==> src/rtl/lin_wake_tx.sv <==
module lin_wake_tx #(
  parameter int WB = 4
) (
  input  logic          clk,
  input  logic          rst_n,
  input  logic          tick_gen,
  input  logic          tick_fixed,
  input  logic          master_mode,
  input  logic          fixed_clk_sel,
  input  logic          wake_mode,
  input  logic          tx_dir,
  input  logic          start_req,
  input  logic [WB-1:0] width_code,
  input  logic          irq_en,
  input  logic          done_clr,
  input  logic          err_clr,
  input  logic          rx_in,
  output logic          tx_out,
  output logic          start_bit,
  output logic          done_flag,
  output logic          err_flag,
  output logic          irq
);

  logic          busy;
  logic [WB-1:0] cnt;
  logic [WB-1:0] wlen;
  logic          done_q;
  logic          err_q;
  logic          irq_q;

  wire tick = (master_mode && fixed_clk_sel) ? tick_fixed : tick_gen;
  wire go   = start_req && wake_mode && tx_dir && !busy;
  wire chk  = busy && tick;
  wire bad  = chk && rx_in;
  wire fin  = chk && !rx_in && (cnt == wlen);

  always_ff @(posedge clk) begin
    if (!rst_n) begin
      busy   <= 1'b0;
      cnt    <= '0;
      wlen   <= '0;
      done_q <= 1'b0;
      err_q  <= 1'b0;
      irq_q  <= 1'b0;
    end else begin
      irq_q <= fin && irq_en;
      if (go) begin
        busy <= 1'b1;
        cnt  <= '0;
        wlen <= width_code;
      end else if (bad || fin) begin
        busy <= 1'b0;
      end else if (chk) begin
        cnt <= cnt + 1'b1;
      end
      if (fin)           done_q <= 1'b1;
      else if (done_clr) done_q <= 1'b0;
      if (bad)           err_q <= 1'b1;
      else if (err_clr)  err_q <= 1'b0;
    end
  end

  assign tx_out    = ~busy;
  assign start_bit = busy;
  assign done_flag = done_q;
  assign err_flag  = err_q;
  assign irq       = irq_q;


  irq_pulse_chk: assert property (@(posedge clk) disable iff (!rst_n)
    irq |=> !irq);


  irq_cause_chk: assert property (@(posedge clk) disable iff (!rst_n)
    irq |-> done_flag);


  pulse_hold_chk: assert property (@(posedge clk) disable iff (!rst_n)
    (start_bit && !tick) |=> start_bit);


  width_stable_chk: assert property (@(posedge clk) disable iff (!rst_n)
    (start_bit && $past(start_bit)) |-> $stable(wlen));


  err_cancel_chk: assert property (@(posedge clk) disable iff (!rst_n)
    (start_bit && tick && rx_in) |=> (err_flag && tx_out));


  done_set_chk: assert property (@(posedge clk) disable iff (!rst_n)
    (start_bit && tick && !rx_in && cnt == wlen) |=> (done_flag && tx_out));

endmodule

==> config.mk <==
export PLATFORM = sky130hd
export DESIGN_NAME = lin_wake_tx
export DESIGN_NICKNAME = d
export VERILOG_FILES = /design/src/rtl/lin_wake_tx.sv
export SDC_FILE = /design/constraint.sdc
export NUM_CORES = 1
export LEC_CHECK = 0
export ABC_AREA = 1
export CAP_MARGIN = 30
export CORE_UTILIZATION = 43
export DETAILED_ROUTE_END_ITERATION = 16
export PLACE_DENSITY = 0.76
export SYNTH_ARGS = -nofsm -noshare
export SYNTH_HDL_FRONTEND = slang
export SYNTH_SLANG_ARGS = --single-unit
==> constraint.sdc <==
create_clock -name clk -period 1.3 [get_ports clk]
set_clock_uncertainty 0.05 [all_clocks]
set_input_delay 0.195 -clock clk [delete_from_list [all_inputs] [get_ports clk]]
set_output_delay 0.195 -clock clk [all_outputs]
set_load 0.01 [all_outputs]
* Word level (Yosys, flattened, before mapping)
Cells that the tools add are included.
Widths: inputs -> output; s select.
** Word-level totals
- Register bits after elaboration :: 12
- Output and inout port bits :: 5
- Logic and storage cells :: 35
** Operators by class
- Add/sub/neg operators :: 1
- Eq/ne operators :: 1
- Mux-type cells :: 7
- Bitwise gates (word level) :: 3
- Reductions and logical operators :: 17
** Operators with widths (count)
- $logic_and 1x1->1 :: 9
- $mux 1 :: 7
- $reduce_bool 2->1 :: 3
- $add 4x1->4 const B :: 1
- $eq 4x4->1 :: 1
- $not 1->1 :: 3
- $logic_not 1->1 :: 2
- $reduce_and 2->1 :: 1
- $reduce_or 2->1 :: 1
- $logic_or 1x1->1 :: 1

* Depth between registers and ports, before layout
- Depth in word-level cells :: 8
- Mapped depth :: 9
- Depth with buffers taken out :: 9

* Worst setup path after synthesis
OpenSTA, ideal clock, no wires.
- Path kind :: register -> register
- From :: reg busy, in the netlist start_bit
- To :: reg cnt[0]
- Arrival time :: 1.006 ns
- Data required time :: 1.184 ns
- Slack :: 0.178 ns
- Cell stages (with the launch flop) :: 7
- Path buffers :: 0
- Period minus slack after synthesis :: 1.122 ns
- Cells stage by stage :: dfxtp_1 > inv_1 > nand4_2 > inv_1 > nor2_1 > inv_1 > a21oi_2
** On the way
- Longest elaborated chain between the ends :: 6
- Elaborated cells between the ends (all ways) :: 10
** RTL lines
- from (decl) :: RTL line 25 : logic busy;
- from (signal assigned) :: RTL line 40 : busy <= 1'b0;
- from (signal assigned) :: RTL line 49 : busy <= 1'b1;
- from (signal assigned) :: RTL line 53 : busy <= 1'b0;
- $logic_and 1x1->1 :: RTL line 34 : wire chk = busy && tick;
- $logic_and 1x1->1 (2 in series) :: RTL line 36 : wire fin = chk && !rx_in && (cnt == wlen);
- $logic_or 1x1->1 :: RTL line 52 : end else if (bad || fin) begin
- $not 1->1 (no source line)
- $reduce_and 2->1 (no source line)
- to (signal assigned) :: RTL line 55 : cnt <= cnt + 1'b1;
- to (decl) :: RTL line 26 : logic [WB-1:0] cnt;
Parallel ways exist; a longest one is shown, timed or not.
A chain may end at the register's enable or synchronous reset.

* Final worst setup path
- From :: reg busy, in the netlist start_bit
- To :: out tx_out
** On the way
- Longest elaborated chain between the ends :: 1
** RTL lines
- $not 1->1 :: RTL line 64 : assign tx_out = ~busy;
- to (decl) :: RTL line 18 : output logic tx_out,
No other way between the ends.

==> impl_metrics.env <==
export IMPL_postLayoutCoreUtil_pct=69.9
export IMPL_clockBufferDepth=2
export IMPL_leakage_nw=0.457
export IMPL_path_class="flop to primary output"
export IMPL_r2r_setup_slack_ns=0.09
export IMPL_synth_xor_xnor_area_share_pct=4.02
export IMPL_dp_worst_setup_slack_ns=-0.140
export IMPL_grt_usage_pct=21.2
export IMPL_grt_max_degree=10
export IMPL_comb_power_share_pct=17.3
export IMPL_required_ns=1.05
export IMPL_outcome="completed"
export IMPL_crit_chain="inv_1 -> dlygate4sd2_1"
export IMPL_vias=648
export IMPL_clkLatencyLatePin_ns=0.27
export IMPL_finalCritPeriodShare_pct=93.8
export IMPL_cpPeakStageDelay_ns=0.36
export IMPL_fin_ws_ns=0.0808
export IMPL_drive_gt1_share_pct=17.6
export IMPL_first_pass_iters=4
export IMPL_drt_iter0_drc=8
export IMPL_clock_root_buffer="clkbuf_4"
export IMPL_vias_per_cell=4.63
export IMPL_grt_pass1_vias=563
export IMPL_worst_slew_pin_slew_ns=0.231
export IMPL_antenna_found_initial=0
export IMPL_num_antenna_cells=0
export IMPL_cts_tree="built"
export IMPL_synth_compound_area_share_pct=11.5
export IMPL_cts_setup_buffers=0
export IMPL_relSlewSlack_pct=84.6
export IMPL_core_sq_um=1350
export IMPL_yosysSeqAreaShare_pct=36.8
export IMPL_wl_per_cell_um=10.6
export IMPL_max_cap_violations=0
export IMPL_drv_slew=0
export IMPL_synth_nets=115
export IMPL_die_w_um=41.0
export IMPL_synthMuxAreaShare_pct=0
export IMPL_synth_simple_area_share_pct=34.3
export IMPL_nets=144
export IMPL_die_area_sq_um=1680
export IMPL_grt_overflow=0
export IMPL_grt_pass1_wl_mm=2.25
export IMPL_ys_ff_latch=12
export IMPL_place_congestion=0.755
export IMPL_power_switching_mw=0.206
export IMPL_p_int_mw=0.626
export IMPL_hold_class="flop to flop"
export IMPL_hold_viol=0
export IMPL_drc_errors=0
export IMPL_postSynthAreaPerCell_sq_um=6.73
export IMPL_setup_tns_ns=0
export IMPL_yosysTopAreaCellShare_pct=36.8
export IMPL_cts_buffers=3
export IMPL_clk_pin_slew_ns=0.09
export IMPL_placed_area_sq_um=905
export IMPL_critPathSlowestCell="dfxtp_2"
export IMPL_ys_top_cells_by_area="dfxtp_1 37%, nand2_1 16%, inv_1 10%, nor2_1 5.2%, a21oi_1 4.6%"
export IMPL_htreeDepth=1
export IMPL_start_kind="flop"
export IMPL_initial_core_util_pct=48.4
export IMPL_layout_min_cycle_time_ns=1.22
export IMPL_die_h_um=41.0
export IMPL_finalSetupViolCount=0
export IMPL_synth_top_family_by_area="simple AND/OR/NAND/NOR gates"
export IMPL_rows=13
export IMPL_ios=22
export IMPL_synth_distinct_cells=19
export IMPL_synth_largest_area_cell="dfxtp_1"
export IMPL_end_kind="primary output"
export IMPL_ir_worst_vdd_mv=0.533
export IMPL_cts_hold_buf=0
export IMPL_synth_area_sq_um=653
export IMPL_syn_inst=97
export IMPL_powerDensity_nw_per_um2=882
export IMPL_yosysWarnings=0
export IMPL_fmaxAchievable_ghz=0.820
export IMPL_arrival_ns=0.97
export IMPL_area_growth_pct=44.4
export IMPL_hpwl_mm=1.14
export IMPL_clkPwrFrac_pct=36.3
export IMPL_io_buffers=21
export IMPL_synthAdderAreaFrac_pct=1.92
export IMPL_totalWireLength_mm=1.49
export IMPL_swShare_pct=24.7
export IMPL_drtAntennaViolNets=0
export IMPL_crit_fanout=4
export IMPL_holdWs_ns=0.420
export IMPL_rsz0062_at_grt="no"
export IMPL_cts_sinks=12
export IMPL_p_seq_share_pct=46.4
export IMPL_fin_area_sq_um=943
[layout by cell type, fill, tap and decap left out, drive strengths merged, types with 3 or more instances in the layout]
cell	count
inv	20
nand2	29
o21ai	4
nor2	10
buf	3
clkbuf	4
nand4	3
dfxtp	12
dlygate4sd2	5
a21oi	8
nand3	5
clkdlybuf4s50	16
[stage by stage]
| step | power, mW | cells |
|---|---|---|
| after floorplan | 0.460 | 97 |
| after global placement | 0.537 | 136 |
| after detailed placement | 0.539 | 136 |
| after CTS | 0.841 | 140 |
| after global routing | 0.873 | 140 |
| final | 0.832 | 140 |
[what timing repair did]
item / in CTS / in global routing
gates resized for setup: 5 / 6
hold endpoints to repair: 0 / 0
endpoints found under the setup margin: 5 / 6
[critical path, delay by kind of cell (launching register included)]
family / cells / cell delay, ns
buffers and inverters: 2 / 0.34
DFF: 1 / 0.36
[routing by layer]
layer	track usage, %	vias to the layer above	routed length [um]
met4	10.0	0	17
met1	24.6	277	652
met5	0	-	0
met3	3.26	2	51
met2	37.5	12	766
li1	-	357	-
[cell usage after synthesis]
library cell / n
nor2_2: 1
inv_2: 2
dfxtp_1: 12
nand3_1: 4
o21ai_0: 4
nand3b_1: 1
xnor2_1: 1
a21oi_1: 6
nand4_2: 1
nand3_4: 1
inv_1: 18
xor2_1: 2
nand4_1: 2
o31ai_1: 1
nand2_1: 27
nand2_2: 2
a21oi_2: 2
ha_1: 1
nor2_1: 9
[logic make-up (layout without fill, tap and decap cells)]
group                      after synthesis  after routing
AOI/OAI and AO/OA                       13             13
xor gates and xnor gates                 3              3
and+or+nand+nor                         48             48
buffers and inverters                   20             48
DFF                                     12             12
adders and majority gates                1              1
[layout make-up]
class                           instances  area [sq um]
Fill cell                             122           407
Multi-Input combinational cell         65           340
Sequential cell                        12           246
Timing Repair Buffer                   24           226
Inverter                               20          75.1
Clock buffer                            4          36.3
Tap cell                               15          18.8
[registers in the layout, summed over array words and instances (netlist names)]
signal,flops
start_bit,1
wlen,4
err_flag,1
cnt,4
done_flag,1
irq,1
[power groups by stage]
stage | clock network, mW | registers, mW | logic, mW
global placement | 0 | 0.394 | 0.143
detailed placement | 0 | 0.394 | 0.145
global route | 0.325 | 0.388 | 0.160
CTS | 0.312 | 0.386 | 0.143
floorplan | 0 | 0.394 | 0.0658
finish | 0.302 | 0.386 | 0.144
[final timing paths]
| kind | cells past startpoint | start | to |
|---|---|---|---|
| hold reg to reg | 2 | err_flag$_SDFFE_PN0P_ | err_flag$_SDFFE_PN0P_ |
| hold / removal | 2 | err_flag$_SDFFE_PN0P_ | err_flag$_SDFFE_PN0P_ |
| setup / recovery | 2 | start_bit$_SDFFE_PN0P_ | tx_out |
| setup reg to reg | 8 | wlen[2]$_SDFFE_PN0P_ | cnt[0]$_SDFFE_PP0P_ |
(Power assumes the default switching activity.)
